## src/rtl/rxq_pkg.sv

```systemverilog
package rxq_pkg;
  localparam logic [1:0] ADDR_CSR   = 2'd0;
  localparam logic [1:0] ADDR_BASE  = 2'd1;
  localparam logic [1:0] ADDR_INC   = 2'd2;
  localparam logic [1:0] ADDR_RSTAT = 2'd3;

  typedef struct packed {
    logic csrLoad;
    logic baseLoad;
    logic pushStep;
    logic popStep;
  } qStrobe_t;
endpackage

```

## src/rtl/rxq_ctrl.sv

```systemverilog
module rxq_ctrl
  import rxq_pkg::*;
(
  input  logic       clk,
  input  logic       rstN,
  input  logic       inValid,
  input  logic       regWr,
  input  logic [1:0] regAddr,
  input  logic       clrBit,
  input  logic       enable,
  input  logic       action,
  input  logic       isEmpty,
  input  logic       isFull,
  output qStrobe_t   strb,
  output logic       rcvErr,
  output logic       irq
);
  logic incReq, pushReq, errSet, errClr;

  always_comb begin
    strb.csrLoad  = regWr && (regAddr == ADDR_CSR);
    strb.baseLoad = regWr && (regAddr == ADDR_BASE);
    incReq        = regWr && (regAddr == ADDR_INC);
    pushReq       = inValid && enable && !strb.csrLoad;
    strb.pushStep = pushReq && !isFull;
    strb.popStep  = incReq && !isEmpty;
    errSet        = (pushReq && isFull) || (incReq && isEmpty);
    errClr        = regWr && (regAddr == ADDR_RSTAT) && clrBit;
  end

  always_ff @(posedge clk) begin
    if (!rstN)       rcvErr <= 1'b0;
    else if (errSet) rcvErr <= 1'b1;
    else if (errClr) rcvErr <= 1'b0;
  end

  assign irq = enable && (action ? isFull : !isEmpty);

  // overflow raises the error flag
  a_r9_overflow_err: assert property (@(posedge clk) disable iff (!rstN)
    (inValid && enable && isFull && !(regWr && regAddr == ADDR_CSR)) |=> rcvErr);
  // increment on empty raises the error flag
  a_r10_underflow_err: assert property (@(posedge clk) disable iff (!rstN)
    (regWr && regAddr == ADDR_INC && isEmpty) |=> rcvErr);
  // flag stays set without a status write
  a_r11_err_sticky: assert property (@(posedge clk) disable iff (!rstN)
    (rcvErr && !(regWr && regAddr == ADDR_RSTAT)) |=> rcvErr);
  // no step while disabled
  a_r8_no_push_disabled: assert property (@(posedge clk) disable iff (!rstN)
    !enable |-> !strb.pushStep);
endmodule

```

## src/rtl/rxq_dpath.sv

```systemverilog
module rxq_dpath
  import rxq_pkg::*;
#(
  parameter int PTR_W   = 4,
  parameter int REG_W   = 32,
  parameter int ENTRY_W = 64
) (
  input  logic               clk,
  input  logic               rstN,
  input  qStrobe_t           strb,
  input  logic [1:0]         regAddr,
  input  logic [REG_W-1:0]   regWdata,
  input  logic [ENTRY_W-1:0] inData,
  input  logic               rcvErr,
  output logic               enable,
  output logic               action,
  output logic               isEmpty,
  output logic               isFull,
  output logic               memWe,
  output logic [REG_W-1:0]   memAddr,
  output logic [ENTRY_W-1:0] memData,
  output logic [REG_W-1:0]   regRdata
);
  localparam int SLOT_SH = $clog2(ENTRY_W / 8);
  localparam int RD_LSB  = 2 + PTR_W;
  localparam int WR_LSB  = 2 + 2 * PTR_W;
  localparam int EMP_BIT = 2 + 3 * PTR_W;
  localparam int FUL_BIT = 3 + 3 * PTR_W;

  logic [PTR_W-1:0] lenM1, rdPtr, wrPtr, rdNext, wrNext;
  logic [REG_W-1:0] base, csrWord;
  logic             full;

  function automatic logic [PTR_W-1:0] stepPtr(input logic [PTR_W-1:0] p,
                                               input logic [PTR_W-1:0] last);
    return (p == last) ? '0 : p + 1'b1;
  endfunction

  assign rdNext = stepPtr(rdPtr, lenM1);
  assign wrNext = stepPtr(wrPtr, lenM1);

  always_ff @(posedge clk) begin
    if (!rstN) begin
      enable <= 1'b0;
      action <= 1'b0;
      lenM1  <= '0;
      rdPtr  <= '0;
      wrPtr  <= '0;
      full   <= 1'b0;
    end else if (strb.csrLoad) begin
      enable <= regWdata[0];
      action <= regWdata[1];
      lenM1  <= regWdata[2 +: PTR_W];
      rdPtr  <= '0;
      wrPtr  <= '0;
      full   <= 1'b0;
    end else begin
      if (strb.pushStep) wrPtr <= wrNext;
      if (strb.popStep)  rdPtr <= rdNext;
      if (strb.pushStep && !strb.popStep)      full <= (wrNext == rdPtr);
      else if (strb.popStep && !strb.pushStep) full <= 1'b0;
    end
  end

  always_ff @(posedge clk) begin
    if (!rstN)              base <= '0;
    else if (strb.baseLoad) base <= regWdata;
  end

  assign isFull  = full;
  assign isEmpty = (rdPtr == wrPtr) && !full;
  assign memWe   = strb.pushStep;
  assign memData = inData;
  assign memAddr = base | (REG_W'(wrNext) << SLOT_SH);

  always_comb begin
    csrWord                   = '0;
    csrWord[0]                = enable;
    csrWord[1]                = action;
    csrWord[2 +: PTR_W]       = lenM1;
    csrWord[RD_LSB +: PTR_W]  = rdPtr;
    csrWord[WR_LSB +: PTR_W]  = wrPtr;
    csrWord[EMP_BIT]          = isEmpty;
    csrWord[FUL_BIT]          = full;
    unique case (regAddr)
      ADDR_CSR:   regRdata = csrWord;
      ADDR_BASE:  regRdata = base;
      ADDR_RSTAT: regRdata = REG_W'(rcvErr);
      default:    regRdata = '0;
    endcase
  end

  // pointers stay within the programmed length
  a_r4_ptr_range: assert property (@(posedge clk) disable iff (!rstN)
    (rdPtr <= lenM1) && (wrPtr <= lenM1));
  // full only with coinciding pointers
  a_r6_full_ptrs: assert property (@(posedge clk) disable iff (!rstN)
    full |-> (rdPtr == wrPtr));
  // full is only ever entered through an accepted entry
  a_r6_full_from_push: assert property (@(posedge clk) disable iff (!rstN)
    $rose(full) |-> $past(strb.pushStep));
  // control write discards contents
  a_r2_csr_discard: assert property (@(posedge clk) disable iff (!rstN)
    strb.csrLoad |=> (rdPtr == '0 && wrPtr == '0 && !full));
endmodule

```

## src/rtl/push_rx_queue.sv

```systemverilog
module push_rx_queue
  import rxq_pkg::*;
#(
  parameter int PTR_W   = 4,
  parameter int REG_W   = 32,
  parameter int ENTRY_W = 64
) (
  input  logic               clk,
  input  logic               rstN,
  input  logic               inValid,
  input  logic [ENTRY_W-1:0] inData,
  input  logic               regWr,
  input  logic [1:0]         regAddr,
  input  logic [REG_W-1:0]   regWdata,
  output logic [REG_W-1:0]   regRdata,
  output logic               memWe,
  output logic [REG_W-1:0]   memAddr,
  output logic [ENTRY_W-1:0] memData,
  output logic               irq
);
  qStrobe_t strb;
  logic     enable, action, isEmpty, isFull, rcvErr;

  rxq_ctrl u_ctrl (
    .clk(clk), .rstN(rstN), .inValid(inValid), .regWr(regWr),
    .regAddr(regAddr), .clrBit(regWdata[0]), .enable(enable),
    .action(action), .isEmpty(isEmpty), .isFull(isFull),
    .strb(strb), .rcvErr(rcvErr), .irq(irq)
  );

  rxq_dpath #(.PTR_W(PTR_W), .REG_W(REG_W), .ENTRY_W(ENTRY_W)) u_dpath (
    .clk(clk), .rstN(rstN), .strb(strb), .regAddr(regAddr),
    .regWdata(regWdata), .inData(inData), .rcvErr(rcvErr),
    .enable(enable), .action(action), .isEmpty(isEmpty), .isFull(isFull),
    .memWe(memWe), .memAddr(memAddr), .memData(memData), .regRdata(regRdata)
  );

  // a memory write never happens into a full queue
  a_r3_no_write_full: assert property (@(posedge clk) disable iff (!rstN)
    memWe |-> !isFull);
endmodule

```

## config.mk

```make
export PLATFORM = sky130hd
export DESIGN_NAME = push_rx_queue
export DESIGN_NICKNAME = d
export VERILOG_FILES = /design/src/rtl/rxq_pkg.sv /design/src/rtl/rxq_ctrl.sv /design/src/rtl/rxq_dpath.sv /design/src/rtl/push_rx_queue.sv
export SDC_FILE = /design/constraint.sdc
export NUM_CORES = 1
export LEC_CHECK = 0
export ABC_AREA = 1
export BUFFER_PORTS_ARGS = -buffer_cell sky130_fd_sc_hd__buf_2
export CELL_PAD_IN_SITES_DETAIL_PLACEMENT = 1
export CELL_PAD_IN_SITES_GLOBAL_PLACEMENT = 1
export CORE_MARGIN = 8
export CORE_UTILIZATION = 24
export DETAILED_ROUTE_END_ITERATION = 8
export PLACE_DENSITY = 0.76
export SLEW_MARGIN = 20
export SYNTH_ARGS = -nofsm -noshare
export SYNTH_HDL_FRONTEND = slang
export SYNTH_SLANG_ARGS = --single-unit
```

## constraint.sdc

```tcl
create_clock -name clk -period 1.8 [get_ports clk]
set_clock_uncertainty 0.05 [all_clocks]
set_input_delay 0.18 -clock clk [delete_from_list [all_inputs] [get_ports clk]]
set_output_delay 0.18 -clock clk [all_outputs]
set_load 0.1 [all_outputs]
```

## After elaboration in Yosys (flattened, before gate mapping)

Index checks and enable logic that the tools add are counted.

| word-level totals | value |
|---|---|
| input bits | 102 |
| output and inout port bits | 130 |
| flip-flop bits (word level) | 48 |

| operators by class | value |
|---|---|
| bitwise logic cells | 2 |
| $add $sub $neg | 2 |
| equal/unequal tests | 7 |
| mux-type cells | 8 |
| reductions and logical operators | 25 |

Operator list:

| operator | count |
|---|---|
| case mux 32 bit (3 select lines) | 1 |
| bitwise OR 32 x 7 -> 32 bit | 1 |
| equality test 4 bit | 4 |
| logical AND 1 bit | 15 |
| adder 4 x 1 -> 4 bit (second input constant) | 2 |
| 2-to-1 mux 4 bit | 2 |
| logical NOT 1 bit | 5 |
| 2-to-1 mux 1 bit | 5 |
| equality test 2 bit (second input constant) | 2 |
| nonzero test 2 bit | 2 |
| equality test 2 x 1 -> 1 bit (second input constant) | 1 |
| logical NOT 2 bit | 1 |
| OR reduction 2 bit | 1 |
| logical OR 1 bit | 1 |
| NOT 1 bit | 1 |

## Depth between registers and ports, before layout

Gate-level depths: netlist (run 1).

| logic depth | value |
|---|---|
| depth after elaboration | 9 |
| mapped depth | 13 |
| mapped depth without buffers | 13 |

## Cells and area by module

Synthesis (run 1) repeated with hierarchy kept, for this count alone.

| second synthesis, totals | value |
|---|---|
| cells, all modules | 444 |
| area, all modules | 3040.4 µm² |

By module, submodules not included:

| module | area each (µm²) | cells an instance | times used |
|---|---|---|---|
| rxq_dpath | 2927.8 | 423 | 1 |
| rxq_ctrl | 112.6 | 21 | 1 |

## Worst setup path after synthesis (run 1)

Ideal clock, no wire load.

| timing path | value |
|---|---|
| kind | input -> output |
| start point | input regAddr[0] |
| end point | output regRdata[1] |
| data required time | 1.570 ns |
| data arrival time | 2.504 ns |
| path buffers | 0 |
| path slack | -0.934 ns |
| cell stages on the path | 4 |
| cells stage by stage | inv_1 -> nor2_1 -> inv_1 -> o21ai_0 |

| between the ends | value |
|---|---|
| longest elaborated chain between the ends | 2 |

Ends and longest elaborated chain:

| element | RTL line | text |
|---|---|---|
| start, declared | push_rx_queue.sv:13 | `input logic [1:0] regAddr,` |
| equality test 2 bit, or another cell as far along | rxq_dpath.sv:85 | `unique case (regAddr)` |
| case mux 32 bit (3 select lines) * | rxq_dpath.sv:85 |  |
| end, declared | push_rx_queue.sv:15 | `output logic [REG_W-1:0] regRdata,` |

Mark *: on every way between the ends. The rest lies on a longest branch, timed or not.

## Final worst setup path (run 1)

| timing path | value |
|---|---|
| start point | register u_dpath.wrPtr[0] |
| end point | output memAddr[6] |

| between the ends | value |
|---|---|
| longest elaborated chain between the ends | 3 |

Ends and longest elaborated chain:

| element | RTL line | text |
|---|---|---|
| start, declared | rxq_dpath.sv:30 | `logic [PTR_W-1:0] lenM1, rdPtr, wrPtr, rdNext, wrNext;` |
| start signal, assigned | rxq_dpath.sv:58 | `if (strb.pushStep) wrPtr <= wrNext;` |
| adder 4 x 1 -> 4 bit / equality test 4 bit (equally long branches) | rxq_dpath.sv:36 | `return (p == last) ? '0 : p + 1'b1;` |
| 2-to-1 mux 4 bit * | rxq_dpath.sv:36 |  |
| bitwise OR 32 x 7 -> 32 bit * | rxq_dpath.sv:74 | `assign memAddr = base \| (REG_W'(wrNext) << SLOT_SH);` |
| end, declared | push_rx_queue.sv:17 | `output logic [REG_W-1:0] memAddr,` |

Marks and branches as above.

==> results of run 1 <==
==> worst max-delay path, stage by stage (launching register included) <==
cell     delay [ns]
dfxtp_4        0.39
inv_4          0.04
buf_6          0.11
nand2_1        0.06
nand2_1        0.06
nor2_2         0.15
nand2_4        0.13
nand2_4        0.11
nand2_4        0.05
buf_12         0.16
==> area by class of cell <==
type	count	area [µm²]
timing repair buffer	142	1400
clock buffer	5	125
sequential	48	983
tap	172	215
antenna	1	2.50
fill	1512	8160
clock inverter	2	60.1
inverter	57	231
multi-input combinational	213	1350
==> flip-flops by register name, indices dropped and copies added (netlist names) <==
register / count
u_ctrl.rcvErr: 1
u_dpath.enable: 1
u_dpath.wrPtr: 4
u_dpath.isFull: 1
u_dpath.lenM1: 4
u_dpath.rdPtr: 4
u_dpath.action: 1
u_dpath.base: 32
==> cell usage after synthesis <==
cell	number	area, µm²
nand2_2	1	6.26
ha_1	3	37.5
buf_4	92	691
inv_2	7	26.3
a21oi_1	45	225
a31oi_1	1	6.26
buf_6	2	22.5
nand3_1	10	50.1
nand2_1	43	161
xnor2_1	5	43.8
clkbuf_1	14	52.6
nand4_2	1	12.5
nor2_2	3	18.8
nor3_2	1	10.0
o21ai_0	39	195
o22ai_1	16	100
clkinv_2	1	5.00
o21ai_1	4	20.0
nor2_1	26	97.6
a21oi_2	2	17.5
nand4_1	6	37.5
nand2_4	1	11.3
buf_2	1	5.00
xor2_1	4	35.0
nand3_2	1	10.0
inv_1	49	184
dfxtp_1	48	961
o211ai_1	1	7.51
==> logic make-up after synthesis <==
family / Yosys count / synth area share (%)
xor+xnor: 9 / 2.58
compound gates: 108 / 18.7
buf+inv: 166 / 32.3
simple gates: 93 / 13.6
fa+ha+maj: 3 / 1.23
flops: 48 / 31.5
==> final timing paths <==
path | from | endpoint | slack, ns | cells after the start
setup / recovery | u_dpath.wrPtr[0]$_SDFFE_PP0P_ | memAddr[6] | -0.003 | 9
hold / removal | regWdata[1] | u_dpath.action$_SDFFE_PN0P_ | 0.08 | 3
setup reg to reg | u_dpath.wrPtr[0]$_SDFFE_PP0P_ | u_dpath.isFull$_SDFFE_PP0P_ | 0.03 | 12
hold reg to reg | u_dpath.base[1]$_SDFFE_PN0P_ | u_dpath.base[1]$_SDFFE_PN0P_ | 0.42 | 2
==> per-stage QoR <==
| step | total power [mW] | setup TNS [ns] | cell area [µm²] | util (%) |
|---|---|---|---|---|
| 2_1_floorplan | 2.50 | -7.37 | 3110 | - |
| 3_3_place_gp | 2.08 | 0 | 3810 | 30.5 |
| 3_5_place_dp | 2.09 | 0 | 3810 | 30.5 |
| 4_1_cts | 3.37 | 0 | 4120 | 32.9 |
| 5_1_grt | 3.49 | -0.348 | 4360 | 34.8 |
| 6_report | 3.36 | -0.00310 | 4360 | 34.8 |
==> per-layer routing <==
layer	GRT usage [%]	vias up	wire, µm
met4	7.19	2	464
met5	0	-	12
met1	13.0	1414	4110
met2	22.0	100	5570
li1	-	1359	-
met3	4.63	45	788
==> where the power goes <==
part	internal (mW)	switching (mW)
combinational	0.282	0.721
sequential	1.10	0.0290
clock	0.790	0.432
==> what timing repair did <==
action	CTS	global route
resized for setup	24	43
pin swaps	8	18
setup buffers	7	9
endpoints found under the setup margin	6	7
==> results.sh, run 1 <==
export IMPL_status="finished with violations"
export IMPL_violations="negative setup slack"
export IMPL_clkLatencyLatePin_ns=0.30
export IMPL_routabilityCongestion=0.877
export IMPL_relSlewSlack_pct=61.5
export IMPL_avgSynthCellArea_um2=7.14
export IMPL_synth_cells=427
export IMPL_hold_path_class="in2reg"
export IMPL_timing_fmax_mhz=555
export IMPL_drive_gt1_share_pct=47.5
export IMPL_clock_sinks=48
export IMPL_crit_path_end_kind="output pin"
export IMPL_criticalPathCategory="reg2out"
export IMPL_grt_max_degree=65
export IMPL_grt_pass1_vias=3066
export IMPL_yosysWarnings=0
export IMPL_hold_slack_ns=0.0833
export IMPL_drv_cap=0
export IMPL_critPathArrivalTime_ns=1.57
export IMPL_critPathRequiredTime_ns=1.57
export IMPL_place_ws_ns=0.0531
export IMPL_vias_per_cell=4.56
export IMPL_clk_pin_slew_ns=0.07
export IMPL_layout_commonest_cell="buf_2"
export IMPL_root_buffer="clkbuf_16"
export IMPL_ys_seq_area_share_pct=31.5
export IMPL_antenna_left=0
export IMPL_drc=0
export IMPL_finalSetupViolations=1
export IMPL_slew_violations=0
export IMPL_synthDistinctLibCells=28
export IMPL_hold_viol_final=0
export IMPL_fp_row_count=41
export IMPL_fin_crit_sh_pct=100
export IMPL_dp_cells=616
export IMPL_die_x_um=129
export IMPL_mostFrequentLayoutCells="buf_2, a21oi_1, inv_1, buf_12, dfxtp_1"
export IMPL_cts_tree="yes"
export IMPL_die_area_um2=16600
export IMPL_antenna_found_initial=2
export IMPL_worst_pin_slew_ns=0.577
export IMPL_start_util_pct=24.4
export IMPL_io_pin_count=232
export IMPL_first_pass_iters=4
export IMPL_cts_buffer_depth=2
export IMPL_grt_overflow_total=0
export IMPL_avgRoutedWirePerCell_um=17.1
export IMPL_peakVddDrop_uv=415
export IMPL_htreeDepth=2
export IMPL_grt_pass1_wl_um=16400
export IMPL_nets=572
export IMPL_initialDrtViolationCount=72
export IMPL_syn_num_nets=532
export IMPL_holdBufCountCts=0
export IMPL_rsz0062_at_grt="yes"
export IMPL_synthesis_area_um2=3050
export IMPL_ys_seq_elements=48
export IMPL_area_growth_pct=43.0
export IMPL_track_usage_pct=12.7
export IMPL_crit_fanout=6
export IMPL_p_per_area_nw_per_um2=770
export IMPL_drt_wl_total_um=11000
export IMPL_finalCriticalPeriod_ns=1.80
export IMPL_num_vias=2920
export IMPL_instances_no_fill=640
export IMPL_numCtsBuffers=5
export IMPL_leakage_nw=1.84
export IMPL_start_kind="flop"
export IMPL_setup_ws_ns=-0.00310
export IMPL_die_h_um=129
export IMPL_hpwlAfterDp_um=8200
export IMPL_core_area_um2=12500
export IMPL_io_buffers=103
Note: power is estimated with default switching activity, not from simulation.
==> inputs of run 2 (changes only) <==
--- a/config.mk
+++ b/config.mk
@@ -6,13 +6,15 @@
 export NUM_CORES = 1
 export LEC_CHECK = 0
 export ABC_AREA = 1
-export BUFFER_PORTS_ARGS = -buffer_cell sky130_fd_sc_hd__buf_2
+export CAP_MARGIN = 20
 export CELL_PAD_IN_SITES_DETAIL_PLACEMENT = 1
 export CELL_PAD_IN_SITES_GLOBAL_PLACEMENT = 1
 export CORE_MARGIN = 8
-export CORE_UTILIZATION = 24
+export CORE_UTILIZATION = 25
 export DETAILED_ROUTE_END_ITERATION = 8
-export PLACE_DENSITY = 0.76
+export DONT_BUFFER_PORTS = 1
+export MAX_ROUTING_LAYER = met4
+export PLACE_DENSITY = 0.53
 export SLEW_MARGIN = 20
 export SYNTH_ARGS = -nofsm -noshare
 export SYNTH_HDL_FRONTEND = slang
==> results.sh, run 2 (synthesis gave the netlist of run 1 again) <==
export IMPL_status="finished with violations"
export IMPL_violations="negative setup slack"
export IMPL_worst_pin_slew_ns=0.586
export IMPL_clkLatencyLatePin_ns=0.30
export IMPL_routabilityCongestion=0.902
export IMPL_avgRoutedWirePerCell_um=18.1
export IMPL_peakVddDrop_uv=331
export IMPL_htreeDepth=2
export IMPL_drc=0
export IMPL_holdCritStartpoint="inValid"
export IMPL_leakage_nw=1.69
export IMPL_setup_ws_ns=-0.00298
export IMPL_cp_slowest_cell="dfxtp_4"
export IMPL_drive_gt1_share_pct=47.4
export IMPL_num_vias=2707
export IMPL_timing_fmax_mhz=555
export IMPL_power_mw=3.09
export IMPL_relSlewSlack_pct=61.0
export IMPL_initialDrtViolationCount=84
export IMPL_grt_pass1_vias=2940
export IMPL_multi_input_area_um2=1400
export IMPL_critPathRequiredTime_ns=1.57
export IMPL_io_buffers=0
export IMPL_hold_viol_final=0
export IMPL_drt_wl_total_um=10500
export IMPL_instances_no_fill=577
export IMPL_criticalPathCategory="reg2out"
export IMPL_first_pass_iters=4
export IMPL_track_usage_pct=13.1
export IMPL_regArea_um2=991
export IMPL_hold_end="u_ctrl.rcvErr$_SDFFE_PN0P_"
export IMPL_drv_cap=0
export IMPL_finalCriticalPeriod_ns=1.80
export IMPL_hold_slack_ns=0.0179
export IMPL_die_area_um2=16000
export IMPL_fill_cells=1376
export IMPL_r2r_setup_slack_ns=0.04
export IMPL_fin_crit_sh_pct=100
export IMPL_min_path_cells=2
export IMPL_start_kind="flop"
export IMPL_slew_violations=0
export IMPL_fp_row_count=40
export IMPL_cts_buffer_depth=2
export IMPL_numCtsBuffers=5
export IMPL_io_pin_count=232
export IMPL_clk_pin_slew_ns=0.07
export IMPL_antenna_left=0
export IMPL_reg2reg_depth=10
export IMPL_crit_chain="xnor2_1 -> nand3_2 -> buf_6 -> o22ai_4 -> buf_12"
export IMPL_vias_per_cell=4.69
export IMPL_start_util_pct=25.5
export IMPL_p_per_area_nw_per_um2=728
export IMPL_grt_overflow_total=0
export IMPL_area_growth_pct=39.1
export IMPL_r2r_start="u_dpath.wrPtr[1]$_SDFFE_PP0P_"
export IMPL_clock_sinks=48
export IMPL_regMostFlops="u_dpath.base"
export IMPL_crit_path_end_kind="output pin"
export IMPL_core_area_um2=12000
export IMPL_grt_pass1_wl_um=16100
export IMPL_rsz0062_at_grt="yes"
export IMPL_reg2reg_to="u_dpath.isFull$_SDFFE_PP0P_"
export IMPL_cts_tree="yes"
export IMPL_antenna_cells=0
export IMPL_antenna_found_initial=0
export IMPL_largest_reg_flops=32
export IMPL_hold_path_class="in2reg"
export IMPL_nets=534
export IMPL_hpwlAfterDp_um=7910
export IMPL_critPathArrivalTime_ns=1.57
export IMPL_mostFrequentLayoutCells="buf_4, a21oi_1, inv_1, o21ai_0, buf_12"
export IMPL_slowest_delay_ns=0.37
export IMPL_crit_family="flip-flops"
export IMPL_die_x_um=126
export IMPL_finalSetupTns_ns=-0.00298
export IMPL_die_h_um=126
export IMPL_crit_fanout=5
export IMPL_root_buffer="clkbuf_16"
export IMPL_critPathBufInv=2
export IMPL_layout_commonest_cell="buf_4"
export IMPL_finalSetupViolations=1
export IMPL_dp_cells=548
export IMPL_grt_max_degree=65
-- run 2: final cells by class --
type	count	share of cell area [%]
multi-input combinational	213	33.0
timing repair buffer	104	30.4
sequential	48	23.3
inverter	57	5.42
tap	147	4.33
clock buffer	6	3.27
clock inverter	2	0.236
-- run 2: report_power, final --
part / switching, mW / internal (mW) / total [mW]
Sequential: 0.0296 / 1.10 / 1.13
Combinational: 0.700 / 0.279 / 0.979
Clock: 0.429 / 0.549 / 0.978
Total: 1.16 / 1.93 / 3.09
-- run 2: per-layer routing --
layer	global-route usage (%)	vias to the layer above	part of all wire, %	routed length, µm
li1	-	1279	-	-
met1	13.8	1306	40	4140
met2	21.6	98	50	5220
met3	6.07	24	8.8	919
met4	3.61	0	1.7	176
met5	-	-	0	0
-- run 2: through the flow --
step                      cell area, µm²  setup slack [ns]  utilization (%)
after CTS                           4070          0.000508             34.0
final                               4240          -0.00298             35.5
after global placement              3660            0.0255             30.6
after global routing                4240           -0.0742             35.5
after detailed placement            3660            0.0146             30.6
after floorplan                     3110            -0.494                -
-- run 2: worst max-delay path by stage --
stage	start	cells after the start	endpoint	slack (ns)
floorplan	regAddr[1]	4	regRdata[10]	-0.49
global placement	u_dpath.wrPtr[3]$_SDFFE_PP0P_	11	u_dpath.isFull$_SDFFE_PP0P_	0.03
detailed placement	u_dpath.wrPtr[0]$_SDFFE_PP0P_	11	u_dpath.isFull$_SDFFE_PP0P_	0.01
CTS	u_dpath.wrPtr[0]$_SDFFE_PP0P_	9	memAddr[4]	0.0005
global route	u_dpath.wrPtr[1]$_SDFFE_PP0P_	10	u_dpath.isFull$_SDFFE_PP0P_	-0.07
finish	u_dpath.wrPtr[1]$_SDFFE_PP0P_	5	regRdata[14]	-0.003
-- run 2: what timing repair did --
action	CTS	global route
pin swaps	8	19
endpoints found under the hold margin	38	0
cloned	0	0
setup endpoints to repair	7	8
hold buffers	3	0
setup buffers	10	8
gates resized for setup	42	38
==> inputs of run 3 (changes only) <==
--- a/config.mk
+++ b/config.mk
@@ -5,7 +5,7 @@
 export SDC_FILE = /design/constraint.sdc
 export NUM_CORES = 1
 export LEC_CHECK = 0
-export ABC_AREA = 1
+export ABC_AREA = 0
 export CAP_MARGIN = 20
 export CELL_PAD_IN_SITES_DETAIL_PLACEMENT = 1
 export CELL_PAD_IN_SITES_GLOBAL_PLACEMENT = 1
@@ -14,7 +14,7 @@
 export DETAILED_ROUTE_END_ITERATION = 8
 export DONT_BUFFER_PORTS = 1
 export MAX_ROUTING_LAYER = met4
-export PLACE_DENSITY = 0.53
+export PLACE_DENSITY = 0.51
 export SLEW_MARGIN = 20
 export SYNTH_ARGS = -nofsm -noshare
 export SYNTH_HDL_FRONTEND = slang
==> results.sh, run 3 <==
export IMPL_status="finished with violations"
export IMPL_violations="negative setup slack"
export IMPL_synth_compound_area_share_pct=11.9
export IMPL_synth_top_family_by_area="buffers and inverters"
export IMPL_avgRoutedWirePerCell_um=18.0
export IMPL_area_growth_pct=39.1
export IMPL_p_per_area_nw_per_um2=596
export IMPL_post_synth_top_count_cell="buf_4"
export IMPL_synth_cells=411
export IMPL_crit_path_end_kind="output pin"
export IMPL_crit_fanout=4
export IMPL_num_vias=2716
export IMPL_setup_ws_ns=-0.0536
export IMPL_fin_crit_sh_pct=103
export IMPL_start_kind="flop"
export IMPL_initialDrtViolationCount=54
export IMPL_grt_pass1_wl_um=16700
export IMPL_syn_num_nets=516
export IMPL_clk_pin_slew_ns=0.07
export IMPL_drv_cap=0
export IMPL_die_area_um2=17000
export IMPL_postSynth_asyncResetShare_pct=0
export IMPL_synth_top_area_cell="dfxtp_1"
export IMPL_antenna_found_initial=0
export IMPL_synthFlopType="dfxtp_1"
export IMPL_synthesis_area_um2=3270
export IMPL_criticalPathCategory="reg2out"
export IMPL_rsz0062_at_grt="yes"
export IMPL_grt_pass1_vias=3149
export IMPL_layout_commonest_cell="nand2_1"
export IMPL_mostFrequentLayoutCells="nand2_1, buf_4, dfxtp_1, buf_12, a21boi_0"
export IMPL_fp_row_count=41
export IMPL_nets=531
export IMPL_ys_seq_area_share_pct=29.4
export IMPL_synthSimpleGateAreaFrac_pct=21.5
export IMPL_die_h_um=130
export IMPL_regMostFlops="u_dpath.base"
export IMPL_synthAdderAreaFrac_pct=1.15
export IMPL_cts_buffer_depth=2
export IMPL_io_buffers=0
export IMPL_first_pass_iters=5
export IMPL_worst_pin_slew_ns=0.515
export IMPL_utilization_pct=35.8
export IMPL_drt_wl_total_um=10800
export IMPL_antenna_cells=0
export IMPL_avgSynthCellArea_um2=7.96
export IMPL_hold_viol_final=0
export IMPL_numCtsBuffers=5
export IMPL_place_ws_ns=-0.00933
export IMPL_muxShareOfSynthArea_pct=7.04
export IMPL_instances_no_fill=599
export IMPL_netlist_top_cells_area="dfxtp_1, buf_4, nand2_1"
export IMPL_hold_slack_ns=0.00766
export IMPL_slew_violations=0
export IMPL_clkLatencyLatePin_ns=0.29
export IMPL_antenna_left=0
export IMPL_synthDistinctLibCells=40
export IMPL_relSlewSlack_pct=64.8
export IMPL_root_buffer="clkbuf_16"
export IMPL_vias_per_cell=4.53
export IMPL_grt_max_degree=35
export IMPL_hold_path_class="in2reg"
export IMPL_synth_xor_area_share_pct=4.28
export IMPL_routabilityCongestion=0.785
export IMPL_ys_seq_elements=48
export IMPL_synth_common_cells="buf_4, nand2_1, dfxtp_1, a21boi_0, nor2_1"
export IMPL_dp_cells=554
export IMPL_fill_cells=1466
export IMPL_grt_overflow_total=0
export IMPL_synth_edf_count=0
export IMPL_die_x_um=130
export IMPL_hpwlAfterDp_um=7860
export IMPL_cts_tree="yes"
export IMPL_leakage_nw=1.79
export IMPL_htreeDepth=2
export IMPL_synth_top_cell_area_share_pct=29.4
export IMPL_start_util_pct=25.7
export IMPL_drive_gt1_share_pct=36.1
export IMPL_track_usage_pct=13.1
export IMPL_largest_reg_flops=32
export IMPL_finalCriticalPeriod_ns=1.85
export IMPL_finalSetupViolations=5
export IMPL_yosysWarnings=0
export IMPL_io_pin_count=232
export IMPL_timing_fmax_mhz=540
export IMPL_core_area_um2=12700
export IMPL_critPathRequiredTime_ns=1.57
export IMPL_clock_sinks=48
export IMPL_critPathArrivalTime_ns=1.62
export IMPL_peakVddDrop_uv=322
export IMPL_drc=0
[run 3: cell types whose count changed in the layout (fill, tap and decap cells not counted), sizes merged, moves of 5 or more]
| cell | previous run | this run |
|---|---|---|
| mux2i | 0 | 23 |
| inv | 56 | 2 |
| a21boi | 0 | 32 |
| buf | 102 | 97 |
| nor2b | 0 | 10 |
| nand4 | 7 | 2 |
| o21ai | 43 | 7 |
| o22ai | 16 | 1 |
| dlygate4sd3 | 2 | 27 |
| a21oi | 47 | 6 |
| and2 | 0 | 18 |
| xor2 | 4 | 11 |
| nand3 | 11 | 5 |
| nand2 | 45 | 69 |
[run 3: per-layer routing]
metal  wire length, µm  GRT usage [%]
met1              4380           14.3
met2              5380           22.4
met3               871           4.62
met4               154           3.24
met5                 0              -
[run 3: area by class of cell]
| type | instances | area (µm²) | share of cell area [%] |
|---|---|---|---|
| Clock buffer | 8 | 146 | 3.22 |
| Inverter | 2 | 7.51 | 0.165 |
| Multi-Input combinational cell | 245 | 1740 | 38.2 |
| Sequential cell | 48 | 981 | 21.6 |
| Tap cell | 172 | 215 | 4.73 |
| Timing Repair Buffer | 124 | 1460 | 32.1 |
[run 3: report_power, final]
| group | total [mW] | switching (mW) | internal [mW] |
|---|---|---|---|
| Sequential | 1.11 | 0.0269 | 1.09 |
| Clock | 0.952 | 0.397 | 0.555 |
| Combinational | 0.645 | 0.414 | 0.231 |
[run 3: repair_timing]
action | CTS | global route
pin swaps | 10 | 7
endpoints found under the hold margin | 36 | 2
hold buffers | 27 | 1
resized for setup | 28 | 13
buffers inserted | 7 | 2
setup endpoints to repair | 7 | 9
[run 3: final timing paths]
| path | slack, ns | end | depth (start not counted) | startpoint |
|---|---|---|---|---|
| max | -0.05 | memAddr[6] | 5 | u_dpath.lenM1[1]$_SDFFE_PN0P_ |
| min | 0.008 | u_dpath.base[10]$_SDFFE_PN0P_ | 2 | regWdata[10] |
| min reg2reg | 0.43 | u_dpath.base[31]$_SDFFE_PN0P_ | 2 | u_dpath.base[31]$_SDFFE_PN0P_ |
| max reg2reg | -0.01 | u_dpath.rdPtr[2]$_SDFFE_PP0P_ | 7 | u_dpath.wrPtr[0]$_SDFFE_PP0P_ |
[run 3: metrics by stage]
stage               area (µm²)  power (mW)  setup TNS, ns
floorplan                 3370        2.26          -2.93
global placement          3860        1.69              0
detailed placement        3860        1.69       -0.00933
CTS                       4460        2.75         -0.143
global route              4550        2.84         -0.700
finish                    4550        2.71        -0.0916
[run 3: cells by family after synthesis]
logic type,Yosys count
multiplexers,23
XOR/XNOR,16
flip-flops,48
buffers and inverters,118
AND/OR/NAND/NOR,148
AO/OA/AOI/OAI,55
adder cells (fa/ha/maj),3
[run 3: critical path, stage by stage (launching register included)]
cell	delay [ns]
dfxtp_1	0.47
xnor2_2	0.16
and4_1	0.23
nor2_1	0.06
or2_4	0.24
buf_12	0.16
